$ cat config.mk
export PLATFORM = sky130hd
export DESIGN_NAME = adcPwrHost
export DESIGN_NICKNAME = d
export VERILOG_FILES = /design/src/rtl/adcHostPkg.sv /design/src/rtl/adcPwrHostCtrl.sv /design/src/rtl/adcPwrHostDp.sv /design/src/rtl/adcPwrHost.sv
export SDC_FILE = /design/constraint.sdc
export NUM_CORES = 1
export LEC_CHECK = 0
export ABC_AREA = 1
export BUFFER_PORTS_ARGS = -buffer_cell sky130_fd_sc_hd__buf_2
export CAP_MARGIN = 0
export CORE_MARGIN = 3
export CORE_UTILIZATION = 52
export DETAILED_ROUTE_END_ITERATION = 8
export GPL_TIMING_DRIVEN = 0
export PLACE_DENSITY = 0.75
export SLEW_MARGIN = 40
export SYNTH_ARGS = -nofsm -noshare
export SYNTH_HDL_FRONTEND = slang
export SYNTH_SLANG_ARGS = --single-unit
$ cat constraint.sdc
create_clock -name clk -period 1.65 [get_ports clk]
set_clock_uncertainty 0.2 [all_clocks]
set_input_delay 0.2475 -clock clk [delete_from_list [all_inputs] [get_ports clk]]
set_output_delay 0.2475 -clock clk [all_outputs]
set_load 0.02 [all_outputs]
$ cat src/rtl/adcHostPkg.sv
`timescale 1ns/1ps
package adcHostPkg;
  typedef enum logic [1:0] {PWR_NORMAL = 2'd0, PWR_PARTIAL = 2'd1, PWR_FULL = 2'd2} pwrState_t;
  typedef enum logic [1:0] {KIND_DUMMY, KIND_ABORT, KIND_CONV} frameKind_t;

  localparam logic [2:0] OP_CONVERT = 3'd0;
  localparam logic [2:0] OP_PARTIAL = 3'd1;
  localparam logic [2:0] OP_FULL    = 3'd2;
  localparam logic [2:0] OP_WAKE    = 3'd3;
  localparam logic [2:0] OP_INIT    = 3'd4;

  typedef struct packed {
    logic startFrame;
    logic abortFrame;
    logic captureFrame;
    logic startQuiet;
    logic startPwrWait;
  } dpStrobe_t;
endpackage

$ cat src/rtl/adcPwrHostCtrl.sv
`timescale 1ns/1ps
module adcPwrHostCtrl
  import adcHostPkg::*;
(
  input  logic       clk,
  input  logic       rstN,
  input  logic       cmdValid,
  input  logic [2:0] cmdOp,
  input  logic [1:0] cmdMode,
  input  logic       frameDone,
  input  logic       timerDone,
  output dpStrobe_t  strobe,
  output logic       busy,
  output logic [1:0] pwrState
);
  typedef enum logic [2:0] {S_IDLE, S_NEXT, S_FRAME, S_GAP, S_WAIT} ctrlState_t;

  ctrlState_t state;
  frameKind_t kind, pickKind;
  pwrState_t  pwrQ;
  logic       needDummy, needWait, needConv;
  logic [1:0] abortsLeft;
  logic       pDummy, pWait, pConv;
  logic [1:0] pAborts;
  logic       pickFrame, pickWait, goPick;

  // Expand a command into a plan, given the state believed now
  always_comb begin
    pDummy = 1'b0; pWait = 1'b0; pConv = 1'b0; pAborts = 2'd0;
    case (cmdOp)
      OP_CONVERT: begin
        pDummy = (pwrQ != PWR_NORMAL);
        pWait  = (pwrQ == PWR_FULL);
        pConv  = 1'b1;
      end
      OP_PARTIAL: begin
        pDummy  = (pwrQ == PWR_FULL);
        pWait   = (pwrQ == PWR_FULL);
        pAborts = (pwrQ == PWR_PARTIAL) ? 2'd0 : 2'd1;
      end
      OP_FULL: pAborts = (pwrQ == PWR_NORMAL) ? 2'd2 : (pwrQ == PWR_PARTIAL) ? 2'd1 : 2'd0;
      OP_WAKE: begin
        pDummy = (pwrQ != PWR_NORMAL);
        pWait  = (pwrQ == PWR_FULL);
      end
      OP_INIT: begin
        pDummy  = 1'b1;
        pWait   = 1'b1;
        pAborts = (cmdMode == 2'd3) ? 2'd0 : cmdMode;
      end
      default: ;
    endcase
  end

  // Next step in fixed order: dummy, wait, aborts, conversion
  always_comb begin
    pickFrame = 1'b0; pickWait = 1'b0; pickKind = KIND_CONV;
    if (needDummy) begin
      pickFrame = 1'b1; pickKind = KIND_DUMMY;
    end else if (needWait) begin
      pickWait = 1'b1;
    end else if (abortsLeft != 2'd0) begin
      pickFrame = 1'b1; pickKind = KIND_ABORT;
    end else if (needConv) begin
      pickFrame = 1'b1; pickKind = KIND_CONV;
    end
  end

  assign goPick = (state == S_NEXT) || (((state == S_GAP) || (state == S_WAIT)) && timerDone);

  always_comb begin
    strobe.startFrame   = goPick && pickFrame;
    strobe.abortFrame   = (pickKind == KIND_ABORT);
    strobe.captureFrame = (pickKind == KIND_CONV);
    strobe.startQuiet   = (state == S_FRAME) && frameDone;
    strobe.startPwrWait = goPick && pickWait;
  end

  assign busy     = (state != S_IDLE);
  assign pwrState = pwrQ;

  always_ff @(posedge clk) begin
    if (!rstN) begin
      state      <= S_IDLE;
      kind       <= KIND_DUMMY;
      pwrQ       <= PWR_FULL;
      needDummy  <= 1'b0;
      needWait   <= 1'b0;
      needConv   <= 1'b0;
      abortsLeft <= 2'd0;
    end else begin
      case (state)
        S_IDLE: if (cmdValid) begin
          needDummy  <= pDummy;
          needWait   <= pWait;
          needConv   <= pConv;
          abortsLeft <= pAborts;
          state      <= S_NEXT;
        end
        S_FRAME: if (frameDone) begin
          state <= S_GAP;
          if (kind == KIND_ABORT)
            pwrQ <= (pwrQ == PWR_NORMAL) ? PWR_PARTIAL : PWR_FULL;
          else
            pwrQ <= PWR_NORMAL;
        end
        default: if (goPick) begin
          if (pickFrame) begin
            state <= S_FRAME;
            kind  <= pickKind;
            case (pickKind)
              KIND_DUMMY: needDummy <= 1'b0;
              KIND_ABORT: abortsLeft <= abortsLeft - 2'd1;
              default:    needConv <= 1'b0;
            endcase
          end else if (pickWait) begin
            needWait <= 1'b0;
            state    <= S_WAIT;
          end else begin
            state <= S_IDLE;
          end
        end
      endcase
    end
  end
endmodule

$ cat src/rtl/adcPwrHostDp.sv
`timescale 1ns/1ps
module adcPwrHostDp
  import adcHostPkg::*;
#(
  parameter int CLK_DIV     = 2,
  parameter int FRAME_EDGES = 16,
  parameter int RES_BITS    = 12,
  parameter int ABORT_EDGE  = 5,
  parameter int QUIET_CYC   = 4,
  parameter int PWRUP_CYC   = 20
) (
  input  logic                clk,
  input  logic                rstN,
  input  dpStrobe_t           strobe,
  input  logic                sdata,
  output logic                csN,
  output logic                sclk,
  output logic                frameDone,
  output logic                timerDone,
  output logic                resValid,
  output logic [RES_BITS-1:0] resData
);
  localparam int DIV_W  = (CLK_DIV > 1) ? $clog2(CLK_DIV) : 1;
  localparam int EDGE_W = $clog2(FRAME_EDGES + 1);
  localparam int TMR_MAX = (QUIET_CYC > PWRUP_CYC) ? QUIET_CYC : PWRUP_CYC;
  localparam int TMR_W  = $clog2(TMR_MAX + 1);
  localparam logic [DIV_W-1:0]  DIV_LAST   = DIV_W'(CLK_DIV - 1);
  localparam logic [EDGE_W-1:0] FULL_LIMIT = EDGE_W'(FRAME_EDGES);
  localparam logic [EDGE_W-1:0] ABRT_LIMIT = EDGE_W'(ABORT_EDGE);

  logic                   frmRun, capture;
  logic [DIV_W-1:0]       divCnt;
  logic [EDGE_W-1:0]      edgeCnt, edgeLimit;
  logic [FRAME_EDGES-1:0] shiftQ;
  logic                   tmrRun;
  logic [TMR_W-1:0]       tmrCnt;

  // Frame engine: half-period divider, falling-edge counter, capture shifter
  always_ff @(posedge clk) begin
    if (!rstN) begin
      frmRun <= 1'b0; capture <= 1'b0; csN <= 1'b1; sclk <= 1'b1;
      divCnt <= '0; edgeCnt <= '0; edgeLimit <= '0; shiftQ <= '0;
      frameDone <= 1'b0; resValid <= 1'b0; resData <= '0;
    end else begin
      frameDone <= 1'b0;
      resValid  <= 1'b0;
      if (strobe.startFrame) begin
        frmRun    <= 1'b1;
        csN       <= 1'b0;
        sclk      <= 1'b1;
        divCnt    <= '0;
        edgeCnt   <= '0;
        edgeLimit <= strobe.abortFrame ? ABRT_LIMIT : FULL_LIMIT;
        capture   <= strobe.captureFrame;
      end else if (frmRun) begin
        if (divCnt == DIV_LAST) begin
          divCnt <= '0;
          if (sclk) begin
            sclk    <= 1'b0;
            edgeCnt <= edgeCnt + 1'b1;
            shiftQ  <= {shiftQ[FRAME_EDGES-2:0], sdata};
          end else begin
            sclk <= 1'b1;
            if (edgeCnt == edgeLimit) begin
              frmRun    <= 1'b0;
              csN       <= 1'b1;
              frameDone <= 1'b1;
              if (capture) begin
                resValid <= 1'b1;
                resData  <= shiftQ[RES_BITS-1:0];
              end
            end
          end
        end else begin
          divCnt <= divCnt + 1'b1;
        end
      end
    end
  end

  // Shared down-counter for quiet gap and power-up wait
  assign timerDone = tmrRun && (tmrCnt == '0);

  always_ff @(posedge clk) begin
    if (!rstN) begin
      tmrRun <= 1'b0;
      tmrCnt <= '0;
    end else if (strobe.startQuiet) begin
      tmrRun <= 1'b1;
      tmrCnt <= TMR_W'(QUIET_CYC - 1);
    end else if (strobe.startPwrWait) begin
      tmrRun <= 1'b1;
      tmrCnt <= TMR_W'(PWRUP_CYC - 1);
    end else if (tmrRun) begin
      if (tmrCnt == '0) tmrRun <= 1'b0;
      else              tmrCnt <= tmrCnt - 1'b1;
    end
  end
endmodule

$ cat src/rtl/adcPwrHost.sv
`timescale 1ns/1ps
module adcPwrHost
  import adcHostPkg::*;
#(
  parameter int CLK_DIV     = 2,
  parameter int FRAME_EDGES = 16,
  parameter int RES_BITS    = 12,
  parameter int ABORT_EDGE  = 5,
  parameter int QUIET_CYC   = 4,
  parameter int PWRUP_CYC   = 20
) (
  input  logic                clk,
  input  logic                rstN,
  input  logic                cmdValid,
  input  logic [2:0]          cmdOp,
  input  logic [1:0]          cmdMode,
  output logic                busy,
  output logic                resValid,
  output logic [RES_BITS-1:0] resData,
  output logic [1:0]          pwrState,
  output logic                csN,
  output logic                sclk,
  input  logic                sdata
);
  dpStrobe_t strobe;
  logic      frameDone, timerDone;

  adcPwrHostCtrl u_ctrl (
    .clk(clk), .rstN(rstN), .cmdValid(cmdValid), .cmdOp(cmdOp), .cmdMode(cmdMode),
    .frameDone(frameDone), .timerDone(timerDone), .strobe(strobe),
    .busy(busy), .pwrState(pwrState)
  );

  adcPwrHostDp #(
    .CLK_DIV(CLK_DIV), .FRAME_EDGES(FRAME_EDGES), .RES_BITS(RES_BITS),
    .ABORT_EDGE(ABORT_EDGE), .QUIET_CYC(QUIET_CYC), .PWRUP_CYC(PWRUP_CYC)
  ) u_dp (
    .clk(clk), .rstN(rstN), .strobe(strobe), .sdata(sdata), .csN(csN), .sclk(sclk),
    .frameDone(frameDone), .timerDone(timerDone), .resValid(resValid), .resData(resData)
  );
endmodule

==> Word level (Yosys, flattened, before mapping) <==
Index checks and enable logic that the tools add are counted.
{ "word_totals": {"ff_bits": 59, "input_bits": 9, "output_inout_bits": 18, "word_cells": 175} }
{ "op_classes": {"add_sub_neg": 4, "n_eq_ne": 22, "n_mux": 68, "n_bitwise": 9, "reduce_logical": 50} }
{ "op_table": {"columns": ["operator", "count"], "rows": [
  ["1-bit two-way mux", 39],
  ["2-bit two-way mux", 12],
  ["2-bit nonzero test", 11],
  ["5-bit two-way mux", 4],
  ["5-bit AND reduction", 4],
  ["3-bit two-way mux", 5],
  ["3-bit by 2-bit == test with 1-bit output, second input constant", 4],
  ["2-bit AND reduction", 5],
  ["2-bit OR reduction", 5],
  ["1-bit NOT", 9],
  ["3-bit AND reduction", 3],
  ["3-bit nonzero test", 3],
  ["2-bit != test, second input constant", 4],
  ["1-bit one-hot mux with 2 select lines", 4],
  ["4-bit AND reduction", 2],
  ["2-bit by 1-bit == test with 1-bit output, second input constant", 3],
  ["2-bit == test, second input constant", 3],
  ["3-bit by 1-bit == test with 1-bit output, second input constant", 2],
  ["3-bit == test, second input constant", 2],
  ["3-bit logical NOT", 2],
  ["2-bit one-hot mux with 3 select lines", 1],
  ["3-bit one-hot mux with 2 select lines", 1],
  ["6-bit AND reduction", 1],
  ["3-bit OR reduction", 2],
  ["other kinds (15)", 22]
]} }

==> Logic depth before layout (Yosys ltp) <==
{ "depth": {"ltp_word": 10, "ltp_mapped": 11, "mapped_depth_nobuf": 10} }

==> Hierarchy <==
From an unflattened synthesis, not the netlist that was laid out.
{ "hier_totals": {"cells_unflattened": 376, "hier_area_um2": 2643.8} }
{ "modules_own_cells": {"columns": ["mod", "n_inst", "cells_each", "area_each_um2", "seq_area_each_um2"], "rows": [
  ["adcPwrHostDp", 1, 241, 1793.0, 880.8],
  ["adcPwrHostCtrl", 1, 135, 850.8, 240.2]
]} }

==> Worst setup path before layout <==
Ideal clock, no wire load.
{ "synth_timing": {"kind": "reg2reg", "startpoint": "register u_ctrl.abortsLeft[0]", "endpoint": "register u_dp.resData[7]", "setup_ps": 114, "arrival_ps": 1331, "required_ps": 1336, "path_slack_ps": 5, "path_stages_with_launch": 12, "path_buffers": 1, "period_less_slack_ps": 1645, "cell_sequence": "dfxtp_1 inv_1 ha_1 nor2_1 nor2_1 nand2_1 nand3_4 nand2_4 buf_12 nand2_2 nand2_1 nor2_2"} }
{ "synth_between": {"elab_chain_len": 7} }
{ "synth_rtl": {"columns": ["item", "line_no", "source"], "rows": [
  ["start: declaration", "adcPwrHostCtrl.sv:22", "logic [1:0] abortsLeft;"],
  ["start signal: assignment", "adcPwrHostCtrl.sv:97", "abortsLeft <= pAborts;"],
  ["start signal: assignment", "adcPwrHostCtrl.sv:113", "KIND_ABORT: abortsLeft <= abortsLeft - 2'd1;"],
  ["2-bit nonzero test", "adcPwrHostCtrl.sv:62", "end else if (abortsLeft != 2'd0) begin"],
  ["1-bit two-way mux", "adcPwrHostCtrl.sv:62", null],
  ["1-bit two-way mux", "adcPwrHostCtrl.sv:60", "end else if (needWait) begin"],
  ["1-bit two-way mux", "adcPwrHostCtrl.sv:58", "if (needDummy) begin"],
  ["1-bit logical AND", "adcPwrHostCtrl.sv:72", "strobe.startFrame = goPick && pickFrame;"],
  ["1-bit NOT (no source line)", null, null],
  ["6-bit AND reduction (no source line)", null, null],
  ["end signal: assignment", "adcPwrHostDp.sv:70", "resData <= shiftQ[RES_BITS-1:0];"],
  ["end: declaration", "adcPwrHostDp.sv:21", "output logic [RES_BITS-1:0] resData"]
]} }
No other way between the ends.
A chain may end at the register's enable or synchronous reset.

==> Final worst setup path <==
{ "layout_timing": {"startpoint": "register u_dp.tmrCnt[2]", "endpoint": "register u_dp.shiftQ[4]"} }
{ "layout_between": {"elab_chain_len": 7} }
{ "layout_rtl": {"columns": ["item", "line_no", "source"], "rows": [
  ["start: declaration", "adcPwrHostDp.sv:36", "logic [TMR_W-1:0] tmrCnt;"],
  ["start signal: assignment", "adcPwrHostDp.sv:90", "tmrCnt <= TMR_W'(QUIET_CYC - 1);"],
  ["start signal: assignment", "adcPwrHostDp.sv:93", "tmrCnt <= TMR_W'(PWRUP_CYC - 1);"],
  ["start signal: assignment", "adcPwrHostDp.sv:96", "else tmrCnt <= tmrCnt - 1'b1;"],
  ["5-bit logical NOT", "adcPwrHostDp.sv:82", "assign timerDone = tmrRun && (tmrCnt == '0);"],
  ["1-bit logical AND", "adcPwrHostDp.sv:82", null],
  ["1-bit logical AND", "adcPwrHostCtrl.sv:69", "assign goPick = (state == S_NEXT) || (((state == S_GAP) || (state == S_WAIT)) && timerDone);"],
  ["1-bit logical OR", "adcPwrHostCtrl.sv:69", null],
  ["1-bit logical AND", "adcPwrHostCtrl.sv:72", null],
  ["1-bit NOT (no source line)", null, null],
  ["4-bit AND reduction (no source line)", null, null],
  ["end signal: assignment", "adcPwrHostDp.sv:61", "shiftQ <= {shiftQ[FRAME_EDGES-2:0], sdata};"],
  ["end: declaration", "adcPwrHostDp.sv:34", "logic [FRAME_EDGES-1:0] shiftQ;"]
]} }
No other way between the ends.

==> reports/metrics.csv <==
metric;value;unit
Setup crit start kind;register;
Cell Area, Placed;0.00280;mm^2
worst r2r src;u_dp.tmrCnt[2];
slowest stage delay, CP;0.36;ns
initial core utilization;54.5;%
Critical-path top delay cell;dfxtp_1;
Final min period;1.75;ns
Cell Area, Synth;0.00259;mm^2
WHS Endpoint;u_ctrl.needDummy;
share of cells above drive strength 1;33.7;%
post-synthesis cell type count;30;
Comb power frac;38.4;%
commonest non-fill, non-tap cell in the layout;nand2_1;
initial antenna violation count;0;
total CTS buffers;5;
Worst path top cell family by delay;simple AND/OR/NAND/NOR gates;
Fin. Hold Viols;0;
clock slew at reported path FFs;0.10;ns
reg2reg end;u_dp.shiftQ[4];
CP most frequent cell;nor2_1;
RSZ-0062 raised after global routing;yes;
NetSw;0.00152;W
DR vias/cell;4.90;
Worst Setup Slack, final;-0.0956;ns
Hold Startpoint;cmdValid;
routability cong.;0.852;
worst-path fanout max;5;
vias in the first global route;2225;
DRT Pass-1 Iters;5;
# rows;25;
total number of vias;2365;
CTS tree;yes;
later-pin clock latency in the skew report;0.31;ns
clock power share;19.5;%
reg2reg path depth;9;
DP HPWL;3610;um
switch share;37.9;%
R2R Setup Slk;-0.1;ns
sequential share of power;42.1;%
Final #Nets;427;
Top Ports;27;
post-synthesis sequential area ratio;43.3;%
failing checks;negative setup slack;
fin area;0.00329;mm^2
root buffer cell;clkbuf_8;
die area;0.00586;mm^2
post-layout util;69.3;%
VDD IR-drop max;0.552;mV
Maximum Capacitance Violations;0;
htree depth;2;
Mean Syn Cell Area;7.10;um^2
Slew Viols, Final;0;
final setup violation count;30;
Setup crit start;u_dp.tmrCnt[2];
Routed Antenna Nets;0;
Total Routing Usage GR;19.8;%
Routed WL;5920;um
# DRC;0;
wire per inst;12.3;um
Area growth, synth to finish;27.2;%
core area;0.00475;mm^2
Power Density;1220;mW/mm^2
static leakage;1.49;nW
Worst Path Class, Setup;register to register;
largest net degree at the start of global routing;17;
Tightest Hold Check Type;input pin to register;
WHS Path Cells;5;
antenna diode count;0;
CP Buf/Inv Count;2;
Max Freq;573;MHz
Slew Limit Headroom;61.2;%
clock sink count;56;
Die Height;76.6;um
1st-iter DRT viols;139;
P_int;0.00249;W
Crit path required time;1.66;ns
IO Port Bufs;25;
CP Data Arrival Time;1.75;ns
Slew @ Worst Pin;0.581;ns
Crit. End Element;register;
CTS max path bufs;2;
status;finished with violations;
gr ovfl total;0;
count of state elements after synthesis;56;
crit path cell chain;nor2_1, nand4_1, nand2_2, nand3_4, nand2_4, inv_4, buf_8, nor2_4, nor2_1;
first-pass GRT wire length;9610;um
Syn Nets;377;
Power Total;0.00401;W
Post-Synthesis Cells;365;
commonest cells after routing, fill and taps aside;nand2_1, nor2_1, dfxtp_1;
Yosys warnings;0;
die width;76.6;um
Final Cycle Share;106;%
final cells by class:
type | count | area, um^2
multi-input combinational | 251 | 1410
tap | 67 | 83.8
inverter | 49 | 189
clock buffer | 7 | 86.3
clock inverter | 1 | 7.51
sequential | 56 | 1140
buffer | 9 | 85.1
fill | 404 | 1460
timing repair buffer | 43 | 294
per-stage QoR:
stage / hold slack [ns] / worst slack (ns) / TNS [ns] / std cells
final: 0.0870 / -0.0956 / -1.55 / 483
after global routing: 0.0942 / -0.182 / -4.75 / 483
after CTS: 0.0691 / -0.0387 / -0.180 / 475
after detailed placement: 0.253 / -0.170 / -3.54 / 457
after global placement: 0.244 / -0.146 / -3.01 / 457
after floorplan: 0.193 / 0.00542 / 0 / 365
synth_stat cells:
master,count,area (um^2)
buf_4,1,7.51
inv_1,46,173
nand3_4,1,17.5
nand2_2,8,50.1
clkbuf_1,3,11.3
a21oi_1,20,100
o21ai_1,7,35.0
o211ai_1,2,15.0
nor3_1,5,25.0
buf_6,2,22.5
a211oi_1,1,7.51
nand2_1,76,285
nand3_1,9,45.0
nand2_4,2,22.5
nor2_1,70,263
nand4_1,4,25.0
inv_2,3,11.3
dfxtp_1,56,1120
or2_2,1,6.26
buf_2,1,5.00
nor2_2,10,62.6
xor2_1,5,43.8
buf_8,1,15.0
ha_1,3,37.5
nand3_2,1,10.0
o22ai_1,1,6.26
o21ai_0,20,100
nor2_4,3,33.8
buf_12,1,20.0
a31oi_1,2,12.5
worst register-to-register path: stages, from the launching register on:
cell     delay [ns]
dfxtp_1        0.36
nor2_1         0.15
nand4_1        0.16
nand2_2        0.17
nand3_4        0.13
nand2_4        0.14
inv_4          0.06
buf_8          0.14
nor2_4         0.08
nor2_1         0.05
metal layers:
| layer | wire length, um | share of wire (%) | GRT usage, % | vias to the layer above |
|---|---|---|---|---|
| met2 | 3040 | 51 | 35.1 | 47 |
| met4 | 138 | 2.3 | 7.43 | 0 |
| met1 | 2520 | 43 | 23.7 | 1070 |
| li1 | - | - | - | 1234 |
| met5 | 0 | 0 | 0 | - |
| met3 | 216 | 3.6 | 3.90 | 14 |
how the worst max path moves through the flow:
stage               slack [ns]  depth (start not counted)              end
floorplan                0.005                         11  u_dp.resData[7]
global placement         -0.15                          9   u_dp.tmrCnt[3]
detailed placement       -0.17                          9   u_dp.tmrCnt[3]
CTS                      -0.04                         10   u_dp.shiftQ[4]
global route             -0.18                         10   u_dp.shiftQ[2]
finish                    -0.1                          9   u_dp.shiftQ[4]
power groups by stage:
| stage | logic [W] | registers [W] | clock network (W) |
|---|---|---|---|
| after floorplan | 0.000855 | 0.00166 | 0 |
| after global placement | 0.00104 | 0.00167 | 0 |
| after detailed placement | 0.00106 | 0.00167 | 0 |
| after CTS | 0.00124 | 0.00166 | 0.000810 |
| after global routing | 0.00172 | 0.00171 | 0.000862 |
| final | 0.00154 | 0.00169 | 0.000782 |
sequential cells by signal (all words and copies together), names as in the netlist, 2 cells and up:
signal and flops:
u_ctrl.pwrState 2, u_ctrl.abortsLeft 2, u_ctrl.state 3, u_dp.shiftQ 12
u_dp.edgeCnt 5, u_dp.tmrCnt 5, u_ctrl.kind 2, u_dp.resData 12
u_dp.edgeLimit 2
logic make-up (layout without fill, tap and decap cells):
logic type / count (synthesis) / after routing / share of synthesized area (%)
adder cells (fa/ha/maj): 3 / 3 / 1.45
AO/OA/AOI/OAI: 53 / 53 / 10.7
buffers and inverters: 58 / 109 / 10.2
XOR/XNOR: 5 / 5 / 1.69
AND/OR/NAND/NOR: 190 / 190 / 32.7
flip-flops: 56 / 56 / 43.3
timing repair:
item	CTS	global route
setup buffers	7	7
pin swaps	20	17
endpoints found under the setup margin	46	50
cloned	2	1
hold endpoints to repair	1	0
hold buffers	1	0
resized for setup	41	48
Power figures use the tool's default switching activity.
